File: src/rtl/rxcal_pkg.sv
package rxcal_pkg;
    typedef enum logic [2:0] {
        PH_SLEEP,
        PH_SETTLE,
        PH_DLY1,
        PH_CAL,
        PH_DLY2,
        PH_RUN
    } phase_e;
endpackage

File: src/rtl/rxcal_tick.sv
// Unit-time prescaler: one tick every UNIT_CYC cycles while running.
module rxcal_tick #(
    parameter int UNIT_CYC = 48
) (
    input  logic clk,
    input  logic rst_n,
    input  logic run,
    output logic tick
);
    localparam int CW = $clog2(UNIT_CYC);
    localparam logic [CW-1:0] LAST = CW'(UNIT_CYC - 1);

    logic [CW-1:0] cnt_d, cnt_q;

    always_comb begin
        if (!run)               cnt_d = '0;
        else if (cnt_q == LAST) cnt_d = '0;
        else                    cnt_d = cnt_q + 1'b1;
    end

    always_ff @(posedge clk or negedge rst_n) begin
        if (!rst_n) cnt_q <= '0;
        else        cnt_q <= cnt_d;
    end

    assign tick = run && (cnt_q == LAST);
endmodule

File: src/rtl/rxcal_acc.sv
// Per-channel accumulator with scaled, saturating offset-field output.
module rxcal_acc #(
    parameter int DW    = 16,
    parameter int FW    = 10,
    parameter int SUMW  = 20,
    parameter int SHIFT = 7
) (
    input  logic          clk,
    input  logic          rst_n,
    input  logic          clr,
    input  logic          en,
    input  logic [DW-1:0] smp,
    output logic [FW-1:0] field,
    output logic          over
);
    localparam logic signed [SUMW-1:0] FMAX = SUMW'((2 ** (FW - 1)) - 1);

    logic signed [SUMW-1:0] acc_d, acc_q, sh;

    always_comb begin
        acc_d = acc_q;
        if (clr)     acc_d = '0;
        else if (en) acc_d = acc_q + $signed({{(SUMW-DW){smp[DW-1]}}, smp});
    end

    always_ff @(posedge clk or negedge rst_n) begin
        if (!rst_n) acc_q <= '0;
        else        acc_q <= acc_d;
    end

    always_comb begin
        sh = acc_q >>> SHIFT;
        if (sh > FMAX) begin
            field = {1'b0, {(FW-1){1'b1}}};
            over  = 1'b1;
        end else if (sh < ~FMAX) begin
            field = {1'b1, {(FW-1){1'b0}}};
            over  = 1'b1;
        end else begin
            field = sh[FW-1:0];
            over  = 1'b0;
        end
    end
endmodule

File: src/rtl/rxcal_corr.sv
// Aligned offset subtraction with saturation to the data-word range.
module rxcal_corr #(
    parameter int DW  = 16,
    parameter int FW  = 10,
    parameter int LSB = 3
) (
    input  logic [DW-1:0] smp,
    input  logic [FW-1:0] ofs,
    output logic [DW-1:0] res
);
    localparam int EW = DW + 1;

    logic [EW-1:0] ofs_ext, diff;

    always_comb begin
        ofs_ext = {{(EW-FW-LSB){ofs[FW-1]}}, ofs, {LSB{1'b0}}};
        diff    = {smp[DW-1], smp} - ofs_ext;
        if (diff[EW-1] != diff[EW-2])
            res = diff[EW-1] ? {1'b1, {(DW-1){1'b0}}} : {1'b0, {(DW-1){1'b1}}};
        else
            res = diff[DW-1:0];
    end
endmodule

File: src/rtl/rxcal_seq.sv
module rxcal_seq
    import rxcal_pkg::*;
#(
    parameter int DW           = 16,
    parameter int FW           = 10,
    parameter int OFS_LSB      = 3,
    parameter int DLYW         = 8,
    parameter int UNIT_CYC     = 48,
    parameter int SETTLE_UNITS = 36,
    parameter int CAL_UNITS    = 40,
    parameter int AVG_N        = 16
) (
    input  logic          clk,
    input  logic          rst_n,
    input  logic          rx_en,
    input  logic          autocal_en,
    input  logic [DLYW-1:0] dly1,
    input  logic [DLYW-1:0] dly2,
    input  logic          ofs_wr,
    input  logic          ofs_sel,
    input  logic [FW-1:0] ofs_wdata,
    input  logic          smp_stb,
    input  logic [DW-1:0] smp_i,
    input  logic [DW-1:0] smp_q,
    output logic          cal_short,
    output logic [DW-1:0] out_i,
    output logic [DW-1:0] out_q,
    output logic          out_vld,
    output logic          ovr_flag
);
    localparam int NCH    = 2;
    localparam int AVG_SH = $clog2(AVG_N);
    localparam int SHIFT  = AVG_SH + OFS_LSB;
    localparam int SUMW   = DW + AVG_SH;
    localparam int CNTW   = (AVG_SH > 0) ? AVG_SH : 1;
    localparam logic [CNTW-1:0] CNT_LAST = CNTW'(AVG_N - 1);

    typedef struct packed {
        phase_e                    ph;
        logic [DLYW-1:0]           units;
        logic [CNTW-1:0]           scnt;
        logic                      mdone;
        logic                      commit;
        logic [NCH-1:0][FW-1:0]    ofs;
        logic                      ovr;
        logic [NCH-1:0][DW-1:0]    dout;
        logic                      vld;
    } st_t;

    st_t s_d, s_q;

    logic                   tick;
    logic                   acc_clr, acc_en;
    logic [NCH-1:0][DW-1:0] smp_arr, corr;
    logic [NCH-1:0][FW-1:0] fld;
    logic [NCH-1:0]         fld_over;

    assign smp_arr = {smp_q, smp_i};

    rxcal_tick #(.UNIT_CYC(UNIT_CYC)) u_tick (
        .clk  (clk),
        .rst_n(rst_n),
        .run  (s_q.ph != PH_SLEEP),
        .tick (tick)
    );

    for (genvar c = 0; c < NCH; c++) begin : g_ch
        rxcal_acc #(.DW(DW), .FW(FW), .SUMW(SUMW), .SHIFT(SHIFT)) u_acc (
            .clk  (clk),
            .rst_n(rst_n),
            .clr  (acc_clr),
            .en   (acc_en),
            .smp  (smp_arr[c]),
            .field(fld[c]),
            .over (fld_over[c])
        );
        rxcal_corr #(.DW(DW), .FW(FW), .LSB(OFS_LSB)) u_corr (
            .smp(smp_arr[c]),
            .ofs(s_q.ofs[c]),
            .res(corr[c])
        );
    end

    phase_e          after_set, after_d1, after_cal, cur_next;
    logic [DLYW-1:0] cur_len;

    always_comb begin
        after_cal = (dly2 != '0) ? PH_DLY2 : PH_RUN;
        after_d1  = autocal_en ? PH_CAL : after_cal;
        after_set = (dly1 != '0) ? PH_DLY1 : after_d1;
        case (s_q.ph)
            PH_SETTLE: begin cur_len = DLYW'(SETTLE_UNITS); cur_next = after_set; end
            PH_DLY1:   begin cur_len = dly1;                cur_next = after_d1;  end
            PH_CAL:    begin cur_len = DLYW'(CAL_UNITS);    cur_next = after_cal; end
            PH_DLY2:   begin cur_len = dly2;                cur_next = PH_RUN;    end
            default:   begin cur_len = DLYW'(1);            cur_next = PH_RUN;    end
        endcase
    end

    always_comb begin
        s_d        = s_q;
        s_d.commit = 1'b0;
        s_d.vld    = 1'b0;
        acc_en     = 1'b0;

        // Phase sequencing
        if (!rx_en) begin
            s_d.ph    = PH_SLEEP;
            s_d.units = '0;
            s_d.scnt  = '0;
            s_d.mdone = 1'b0;
        end else if (s_q.ph == PH_SLEEP) begin
            s_d.ph    = PH_SETTLE;
            s_d.units = '0;
        end else if (s_q.ph != PH_RUN && tick) begin
            if (s_q.units == cur_len - 1'b1) begin
                s_d.ph    = cur_next;
                s_d.units = '0;
                s_d.scnt  = '0;
                s_d.mdone = 1'b0;
            end else begin
                s_d.units = s_q.units + 1'b1;
            end
        end

        // Offset measurement
        if (rx_en && s_q.ph == PH_CAL && !s_q.mdone && smp_stb) begin
            acc_en   = 1'b1;
            s_d.scnt = s_q.scnt + 1'b1;
            if (s_q.scnt == CNT_LAST) begin
                s_d.mdone  = 1'b1;
                s_d.commit = 1'b1;
            end
        end

        // Offset registers
        if (s_q.commit) begin
            s_d.ofs = fld;
            if (|fld_over) s_d.ovr = 1'b1;
        end else if (ofs_wr && !autocal_en) begin
            s_d.ofs[ofs_sel] = ofs_wdata;
        end

        // Corrected output
        if (rx_en && s_q.ph == PH_RUN && smp_stb) begin
            s_d.vld  = 1'b1;
            s_d.dout = corr;
        end

        acc_clr = (s_d.ph == PH_CAL) && (s_q.ph != PH_CAL);
    end

    always_ff @(posedge clk or negedge rst_n) begin
        if (!rst_n) begin
            s_q <= '{ph: PH_SLEEP, default: '0};
        end else begin
            s_q <= s_d;
        end
    end

    assign cal_short = (s_q.ph == PH_CAL) && !s_q.mdone;
    assign out_i     = s_q.dout[0];
    assign out_q     = s_q.dout[1];
    assign out_vld   = s_q.vld;
    assign ovr_flag  = s_q.ovr;
endmodule

File: config.mk
export PLATFORM = sky130hd
export DESIGN_NAME = rxcal_seq
export DESIGN_NICKNAME = d
export VERILOG_FILES = /design/src/rtl/rxcal_pkg.sv /design/src/rtl/rxcal_tick.sv /design/src/rtl/rxcal_acc.sv /design/src/rtl/rxcal_corr.sv /design/src/rtl/rxcal_seq.sv
export SDC_FILE = /design/constraint.sdc
export NUM_CORES = 1
export LEC_CHECK = 0
export BUFFER_PORTS_ARGS = -buffer_cell sky130_fd_sc_hd__buf_2
export CORE_MARGIN = 2
export CORE_UTILIZATION = 57
export CTS_BUF_LIST = sky130_fd_sc_hd__clkbuf_8
export CTS_CLUSTER_DIAMETER = 60
export DETAILED_ROUTE_END_ITERATION = 16
export GPL_TIMING_DRIVEN = 0
export PLACE_DENSITY = 0.78
export RECOVER_POWER = 25
export SKIP_CTS_REPAIR_TIMING = 1
export SYNTH_ARGS = -nofsm -noshare
export SYNTH_HDL_FRONTEND = slang
export SYNTH_HIERARCHICAL = 1
export SYNTH_SLANG_ARGS = --single-unit
File: constraint.sdc
create_clock -name clk -period 5.15 [get_ports clk]
set_input_delay 0.2575 -clock clk [delete_from_list [all_inputs] [get_ports clk]]
set_output_delay 0.2575 -clock clk [all_outputs]
set_load 0.01 [all_outputs]
==> summary.md, run 1 <==
| Metric | Value |
|---|---|
| GRT Total Usage | `between 20% and 30%` |
| Power density over cell area | `around 240 nW/um2` |
| First-pass GRT wire length | `39400 um` |
| Largest net degree at the start of global routing | `93` |
| Final WL | `23400 um` |
| Most common flop cell mapped by yosys | `dfrtp_1` |
| Clock Skew | `13.7 ps` |
| CP max-delay cell | `nor2_2` |
| Worst Tran Pin Value | `2270 ps` |
| Ys async rst share | `100%` |
| Initial antenna violation count | `6` |
| Total power draw | `0.00260 W` |
| Min-delay worst type | `in2reg` |
| Routability cong. | `0.914` |
| Syn. warnings | `6` |
| Peak VDD IR | `between 0.15 and 0.2 mV` |
| Critical path origin | `s_q[70]$_DFF_PN0_` |
| Total CTS buffers | `17` |
| Clk buf depth | `2` |
| Final worst path period need | `4540 ps` |
| Cell taking the most area after synthesis | `dfrtp_1` |
| CP Data Required Time | `5460 ps` |
| Share of cells above drive strength 1 | `around 20%` |
| Flops & latches, synth | `117` |
| Max cap viols | `1` |
| Worst R2R Start | `s_q[70]$_DFF_PN0_` |
| Max-slew headroom | `-51.2%` |
| Number of vias per cell | `5.84` |
| Routed WL per cell | `16.1 um` |
| Final Hold Vio Count | `0` |
| Final setup fails | `0` |
| Most frequent cells in the layout | `nand2_1, dfrtp_1, buf_2` |
| Non-filler instance count after layout | `1458` |
| Post-synthesis cell type count | `between 90 and 100` |
| Clock Sinks | `roughly 120` |
| Top Layer Used | `met5` |
| RSZ-0062 raised after global routing | `no` |
| Crit path launch type | `register` |
| CTS Root Cell | `clkbuf_8` |
| Net Count, Synth | `~1200` |
| Pre-CTS setup slack | `between 300 and 400 ps` |
| CP Class | `reg2reg` |
| Pleak | `5.23 nW` |
| Total grt overflow | `0` |
| Clk pin slew, worst setup/hold paths | `70 ps` |
| Hold_sp | `rx_en` |
| Chip width | `134 um` |
| Slew Viols, Final | `93` |
| Critical path capture point type | `register` |
| CP max stage delay | `620 ps` |
| Mapped Area | `between 9000 and 10000 um2` |
| Number of top-level pins | `100` |
| Final net count | `about 1400` |
| Setup ws final | `608 ps` |
| Crit path DAT | `slightly below 5000 ps` |
| # rows | `47` |
| Port buffer count | `99` |
| Initial DRC Count | `around 700` |
| CTS tree | `done` |
| Routed via count | `8511` |
| DRC Markers | `0` |
| Outcome | `complete, but fails checks` |
| H-tree levels | `4` |
| Die area | `between 15000 and 20000 um2` |
| Fin Hold WS | `roughly 100 ps` |
| P&R area growth vs syn | `12.3%` |
| Clock Latency Late Sink | `440 ps` |
| Crit path max fanout | `15` |
| Vias in the first global route | `8209` |
| Core area | `16500 um2` |
| Setup TNS | `0 ps` |
| Placed Cells | `approximately 1400` |
| Sequential area share after synthesis | `30.4%` |
| Mean area per synthesized cell | `8.73 um2` |
| Post-route clock period utilization | `slightly below 90%` |
| Post-route ant nets | `0` |
| Crit path top cell by count | `clkbuf_1` |
| Initial Util | `58.2%` |
| Failing checks | `max-capacitance violations, max-slew violations` |
| Mapped Cells | `1101` |
| Met3 WL | `about 1200 um` |
| EDFF count, synth | `0` |
| Max frequency | `about 220 MHz` |
| Crit-path cells | `clkbuf_1 > a21oi_1 > or2_2 > ha_1 > o211a_1 > o31ai_1 > nor4b_4 > nand3_1 > nor2_2 > clkbuf_1 > clkbuf_1 > nor2_1` |
| Share of the synthesized area in the top cell type | `30.4%` |
| WL met2 | `11100 um` |
| Fill count | `1406` |
| Die Ht | `134 um` |
| Leading cell type in the layout, fill and taps excluded | `nand2_1` |
| Post-DP HPWL | `between 15000 and 20000 um` |
| First-pass DRT Iterations | `5` |
| Synth area leaders | `dfrtp_1, ha_1, nand2_1` |
| M1 wire length | `10700 um` |
worst paths after layout:
path | end | slack [ps] | cells after the start
worst max-delay path | g_ch[1].u_acc/acc_q[6]$_DFFE_PN0P_ | 610 | 12
worst min-delay path | s_q[69]$_DFF_PN0_ | 100 | 2
worst max register to register | g_ch[1].u_acc/acc_q[6]$_DFFE_PN0P_ | 610 | 12
worst min register to register | ovr_flag$_DFFE_PN0P_ | 470 | 1
max in group asynchronous | s_q[63]$_DFFE_PN0P_ | 1600 | 3
min in group asynchronous | g_ch[0].u_acc/acc_q[16]$_DFFE_PN0P_ | 660 | 2
metrics by stage:
| step | utilization (%) | area (um2) |
|---|---|---|
| after CTS | 65.4 | 10800 |
| after global routing | 65.3 | 10800 |
| after global placement | 62.9 | 10400 |
| final | 65.4 | 10800 |
| after detailed placement | 63.1 | 10400 |
| after floorplan | - | 9620 |
per-layer routing:
| metal | track usage, % | vias up |
|---|---|---|
| met5 | 0 | - |
| met4 | 9.28 | 2 |
| met3 | 5.29 | 44 |
| met2 | 45.2 | 228 |
| met1 | 35.3 | 4022 |
| li1 | - | 4215 |
area by class of cell:
| type | count | area (um2) | share of cell area (%) |
|---|---|---|---|
| timing repair buffer | 101 | 509 | 4.71 |
| antenna | 5 | 12.5 | 0.116 |
| inverter | 46 | 173 | 1.60 |
| clock inverter | 11 | 110 | 1.02 |
| tap | 220 | 275 | 2.55 |
| sequential | 117 | 2930 | 27.1 |
| clock buffer | 20 | 275 | 2.55 |
| multi-input combinational | 871 | 6110 | 56.6 |
| buffer | 67 | 410 | 3.80 |
kinds of logic (layout without fill, tap and decap cells):
logic type	Yosys count	in the layout	synth area share [%]
AOI/OAI and AO/OA	328	328	25.8
buffers and inverters	113	245	6.06
xor gates and xnor gates	55	55	5.48
muxes	17	17	1.80
adders and majority gates	78	78	10.4
other	0	5	0
DFF	117	117	30.4
and+or+nand+nor	393	393	20.0
Yosys cell counts (7+ instances only):
cell type and count:
o21a_1 26, mux2i_1 15, xor2_1 28, a21oi_2 22
clkbuf_1 25, nor3_1 14, nor4_1 8, nor2b_1 13
nand3_1 25, ha_1 68, nand4_1 8, nand2_1 174
o21ai_0 44, a21o_1 28, nor2_4 8, buf_4 32
inv_1 46, dfrtp_1 117, a21oi_1 53, a211oi_1 7
a22o_1 7, a22oi_1 21, nor2_1 76, and2_1 7
a31oi_1 15, nand2b_1 13, xnor2_1 24
state kept, by name (all words and copies together) (netlist names):
register          cells
ovr_flag              1
out_vld               1
out_i                16
u_tick/cnt_q          6
g_ch.u_acc/acc_q     40
s_q                  37
out_q                16
power breakdown:
group	leakage [nW]	internal (W)	switching, W	total (W)
combinational	3.43	0.000337	0.000452	0.000788
sequential	1.60	0.000954	0.0000231	0.000977
clock	0.199	0.000458	0.000375	0.000832
worst max-delay path, delay by kind of cell (launching register included):
kind,cells,cell delay (ps)
and+or+nand+nor,5,1830
buffers and inverters,3,1260
AOI/OAI and AO/OA,3,590
DFF,1,440
adders and majority gates,1,270
Power figures use the tool's default switching activity.
==> run 2, diff against run 1 <==
Settings changed: RECOVER_POWER 25 to 100.
==> summary.md, run 2 (synthesis gave the netlist of run 1 again) <==
| Metric | Value |
|---|---|
| GRT Total Usage | `27.1%` |
| Final WL | `23600 um` |
| Peak VDD IR | `0.170 mV` |
| CTS tree | `done` |
| CP max-delay cell | `nor2_2` |
| Die Ht | `about 130 um` |
| Largest net degree at the start of global routing | `93` |
| DRC Markers | `0` |
| Most flops, register | `g_ch.u_acc/acc_q` |
| Routability cong. | `about 0.91` |
| Failing checks | `max-capacitance violations, max-slew violations` |
| RSZ-0062 raised after global routing | `no` |
| Critical path capture point type | `register` |
| CP max stage delay | `620 ps` |
| Setup ws final | `648 ps` |
| Sequential share of power | `38.6%` |
| Final net count | `1358` |
| Clock Sinks | `between 100 and 150` |
| CP Data Required Time | `5460 ps` |
| Pleak | `5.04 nW` |
| First-pass DRT Iterations | `5` |
| Final Hold Vio Count | `0` |
| CP Class | `reg2reg` |
| Final worst path period need | `~4500 ps` |
| Clock Skew | `16.2 ps` |
| Worst hold stages | `2` |
| Comb pwr share | `roughly 28%` |
| Share of cells above drive strength 1 | `approximately 15%` |
| Clk pin slew, worst setup/hold paths | `70 ps` |
| H-tree levels | `4` |
| Max cap viols | `1` |
| Post-route ant nets | `0` |
| Total CTS buffers | `17` |
| Worst Tran Pin Value | `around 2300 ps` |
| Net Sw Frac | `32.4%` |
| Initial DRC Count | `581` |
| Initial antenna violation count | `6` |
| Top Registers | `g_ch.u_acc/acc_q: 40 flops, s_q: 37 flops` |
| First-pass GRT wire length | `between 30000 and 40000 um` |
| P_int | `0.00171 W` |
| Crit path top cell by count | `clkbuf_1` |
| Post-DP HPWL | `18200 um` |
| Routed WL per cell | `16.2 um` |
| Total grt overflow | `0` |
| Final setup fails | `0` |
| Leading cell type in the layout, fill and taps excluded | `nand2_1` |
| Crit-path cells | `clkbuf_1 > a21oi_1 > or2_2 > ha_1 > o211a_1 > o31ai_1 > nor4b_4 > nand3_1 > nor2_2 > clkbuf_1 > clkbuf_1 > nor2_1` |
| Most frequent cells in the layout | `nand2_1, dfrtp_1, nor2_1` |
| Max frequency | `222 MHz` |
| Routed via count | `around 8500` |
| Min-delay worst type | `in2reg` |
| Cell depth of the worst flop-to-flop path | `12` |
| Clock power share | `33.0%` |
| Crit path max fanout | `15` |
| Total power draw | `0.00253 W` |
| Number of vias per cell | `approximately 6` |
| Crit path launch type | `register` |
| P&R area growth vs syn | `10.3%` |
| Outcome | `complete, but fails checks` |
| Clock Latency Late Sink | `450 ps` |
| Post-route clock period utilization | `87.4%` |
| Max FFs per register | `40` |
| Number of top-level pins | `100` |
| CTS Root Cell | `clkbuf_8` |
| Clk buf depth | `2` |
| Max-slew headroom | `-51.8%` |
| Sw Pwr | `roughly 0.0008 W` |
| Crit path DAT | `4810 ps` |
| # rows | `47` |
| Vias in the first global route | `8209` |
| Port buffer count | `a little under 100` |
| Core area | `16500 um2` |
| Initial Util | `between 50% and 60%` |
| Power density over cell area | `239 nW/um2` |
| Slew Viols, Final | `93` |
| Pre-CTS setup slack | `395 ps` |
| Die area | `17900 um2` |
| Setup TNS | `0 ps` |
| Chip width | `approximately 130 um` |
## run 2: changes by cell type in the layout (fill, tap and decap cells not counted), sizes merged
| cell | change |
|---|---|
| clkbuf | +37 |
| buf | -37 |
## run 2: stage by stage
stage | std cells | hold slack [ps] | area, um2 | util, %
after global routing | 1456 | 93.5 | 10600 | 64.1
after detailed placement | 1421 | 142 | 10400 | 63.1
after floorplan | 1101 | -38.1 | 9620 | -
after CTS | 1452 | -341 | 10800 | 65.4
after global placement | 1420 | 443 | 10400 | 62.9
final | 1458 | 105 | 10600 | 64.2
## run 2: cell type report
class	instances	area [um2]
Antenna cell	5	12.5
Buffer	67	394
Clock buffer	20	275
Clock inverter	11	110
Fill cell	1470	5920
Inverter	46	173
Multi-Input combinational cell	871	5970
Sequential cell	117	2930
Tap cell	220	275
Timing Repair Buffer	101	465
## run 2: final timing paths
| path | start | to | slack (ps) |
|---|---|---|---|
| max | s_q[70]$_DFF_PN0_ | g_ch[1].u_acc/acc_q[6]$_DFFE_PN0P_ | 650 |
| min | rx_en | s_q[69]$_DFF_PN0_ | 110 |
| min reg2reg | ovr_flag$_DFFE_PN0P_ | ovr_flag$_DFFE_PN0P_ | 470 |
| max in group asynchronous | rst_n | s_q[63]$_DFFE_PN0P_ | 1580 |
| max reg2reg | s_q[70]$_DFF_PN0_ | g_ch[1].u_acc/acc_q[6]$_DFFE_PN0P_ | 650 |
| min in group asynchronous | rst_n | g_ch[0].u_acc/acc_q[16]$_DFFE_PN0P_ | 670 |
## run 2: critical path: cells and delay by family (launching register included)
family | cells | cell delay [ps]
simple gates | 5 | 1800
buf+inv | 3 | 1260
compound gates | 3 | 590
flops | 1 | 450
fa+ha+maj | 1 | 270
## run 2: power groups by stage
stage	registers, W	logic, W	clock network, W
finish	0.000977	0.000720	0.000834
floorplan	0.000987	0.000615	0
global route	0.000981	0.000801	0.000888
global placement	0.000992	0.000772	0
CTS	0.000977	0.000791	0.000851
detailed placement	0.000995	0.000787	0
## run 2: layer usage
layer,vias up,wire [um],GRT usage [%]
met5,-,13,0
met4,2,471,9.28
met3,43,1300,5.29
met2,229,11100,45.2
met1,4023,10700,35.3
li1,4217,-,-
==> run 3, diff against run 2 <==
Clock period 5.15 ns to 4.3 ns, I/O delays scaled along.
==> summary.md, run 3 (synthesis gave the netlist of run 1 again) <==
| Metric | Value |
|---|---|
| CP Data Required Time | `4620 ps` |
| RSZ-0062 raised after global routing | `no` |
| Reg-to-reg endpoint | `g_ch[1].u_acc/acc_q[14]$_DFFE_PN0P_` |
| Crit path launch type | `register` |
| GRT Total Usage | `27.1%` |
| Die area | `about 18000 um2` |
| Initial DRC Count | `between 500 and 600` |
| Routability cong. | `0.914` |
| Placed Cells | `1421` |
| Final worst path period need | `between 3000 and 4000 ps` |
| Initial Util | `58.2%` |
| Power density over cell area | `285 nW/um2` |
| Core area | `around 17000 um2` |
| Failing checks | `max-capacitance violations, max-slew violations` |
| Outcome | `complete, but fails checks` |
| Crit path DAT | `between 4000 and 5000 ps` |
| First-pass DRT Iterations | `5` |
| H-tree levels | `4` |
| Final Hold Vio Count | `0` |
| Total power draw | `0.00304 W` |
| Internal reg-to-reg setup slack | `410 ps` |
| Critical path capture point type | `register` |
| Final net count | `1363` |
| Setup TNS | `0 ps` |
| Routed via count | `8555` |
| Number of vias per cell | `5.85` |
| Most flops, register | `g_ch.u_acc/acc_q` |
| Non-filler instance count after layout | `1463` |
| DRC Markers | `0` |
| Clk pin slew, worst setup/hold paths | `70 ps` |
| Clock Skew | `14.8 ps` |
| Final setup fails | `0` |
| Pleak | `5.07 nW` |
| Slew Viols, Final | `26` |
| Worst R2R Start | `s_q[70]$_DFF_PN0_` |
| Fill count | `1470` |
| Crit path max fanout | `10` |
| First-pass GRT wire length | `39400 um` |
| # rows | `47` |
| P&R area growth vs syn | `10.8%` |
| Die Ht | `134 um` |
| Min-delay worst type | `in2reg` |
| Leading cell type in the layout, fill and taps excluded | `nand2_1` |
| Cell depth of the worst flop-to-flop path | `13` |
| Max frequency | `257 MHz` |
| Top Registers | `g_ch.u_acc/acc_q: 40 flops, s_q: 37 flops` |
| Clock Sinks | `117` |
| Total grt overflow | `0` |
| Post-route clock period utilization | `90.4%` |
| Share of cells above drive strength 1 | `around 16%` |
| Final WL | `23600 um` |
| Vias in the first global route | `a little over 8000` |
| Post-DP HPWL | `18200 um` |
| Worst hold stages | `2` |
| Worst setup path end | `g_ch[1].u_acc/acc_q[14]$_DFFE_PN0P_` |
| Max FFs per register | `40` |
| Initial antenna violation count | `6` |
| Largest net degree at the start of global routing | `93` |
| Post-route ant nets | `0` |
| Critical path origin | `s_q[70]$_DFF_PN0_` |
| Port buffer count | `approximately 100` |
| Chip width | `134 um` |
| Max-slew headroom | `-2.35%` |
| Total CTS buffers | `17` |
| Clk buf depth | `2` |
| Register Area | `2930 um2` |
| Most frequent cells in the layout | `nand2_1, dfrtp_1, nor2_1` |
| Max cap viols | `1` |
| CP Class | `reg2reg` |
| CTS tree | `done` |
| Area of the multi-input gates | `5970 um2` |
| Clock Latency Late Sink | `about 440 ps` |
| CTS Root Cell | `clkbuf_8` |
| Worst Tran Pin Value | `between 1500 and 2000 ps` |
| Routed WL per cell | `16.1 um` |
| Number of top-level pins | `100` |
| Peak VDD IR | `0.202 mV` |
==> run 3: cell types whose count changed in the layout (fill, tap and decap cells not counted), sizes merged <==
cell,change
buf,+4
clkbuf,+1
==> run 3: cell type report <==
class	count	share of cell area, %
Multi-Input combinational cell	871	56.0
Sequential cell	117	27.5
Timing Repair Buffer	106	4.86
Buffer	67	3.72
Clock buffer	20	2.58
Tap cell	220	2.58
Inverter	46	1.62
Clock inverter	11	1.03
Antenna cell	5	0.117
==> run 3: worst min path at each step <==
stage	from	to	slack, ps
final	rx_en	s_q[69]$_DFF_PN0_	60
after global routing	rx_en	s_q[69]$_DFF_PN0_	50
after CTS	rst_n	g_ch[0].u_acc/acc_q[16]$_DFFE_PN0P_	-380
after floorplan	rst_n	g_ch[0].u_acc/acc_q[0]$_DFFE_PN0P_	-80
after detailed placement	rst_n	g_ch[0].u_acc/acc_q[16]$_DFFE_PN0P_	100
after global placement	ovr_flag$_DFFE_PN0P_	ovr_flag$_DFFE_PN0P_	440
==> run 3: power by group <==
part | total, W | switching (W) | internal (W)
combinational | 0.000867 | 0.000506 | 0.000362
sequential | 0.00117 | 0.0000276 | 0.00114
clock | 0.000999 | 0.000450 | 0.000548
==> run 3: metrics by stage <==
step | cell area (um2) | utilization, % | setup slack (ps) | hold slack (ps)
6_report | 10700 | 64.5 | 411 | 61.5
5_1_grt | 10700 | 64.5 | 84.7 | 51.0
4_1_cts | 10800 | 65.4 | -474 | -383
3_5_place_dp | 10400 | 63.1 | -455 | 99.1
3_3_place_gp | 10400 | 62.9 | -386 | 443
2_1_floorplan | 9620 | - | 661 | -80.6
==> run 3: worst max-delay path, stage by stage, from the launching register on <==
cell	delay, ps
dfrtp_1	440
clkbuf_1	380
a21oi_1	100
or2_2	340
ha_1	270
o211a_1	240
o31ai_1	250
nor4b_4	230
buf_4	190
nand3_1	170
nor2_4	310
clkbuf_1	400
nor2_1	90
a311o_1	350
==> run 3: per-layer routing <==
| layer | routed length, um | vias up | GRT usage [%] |
|---|---|---|---|
| met5 | 13 | - | 0 |
| met2 | 11000 | 244 | 45.2 |
| li1 | - | 4227 | - |
| met4 | 494 | 2 | 9.28 |
| met3 | 1330 | 48 | 5.29 |
| met1 | 10700 | 4034 | 35.3 |
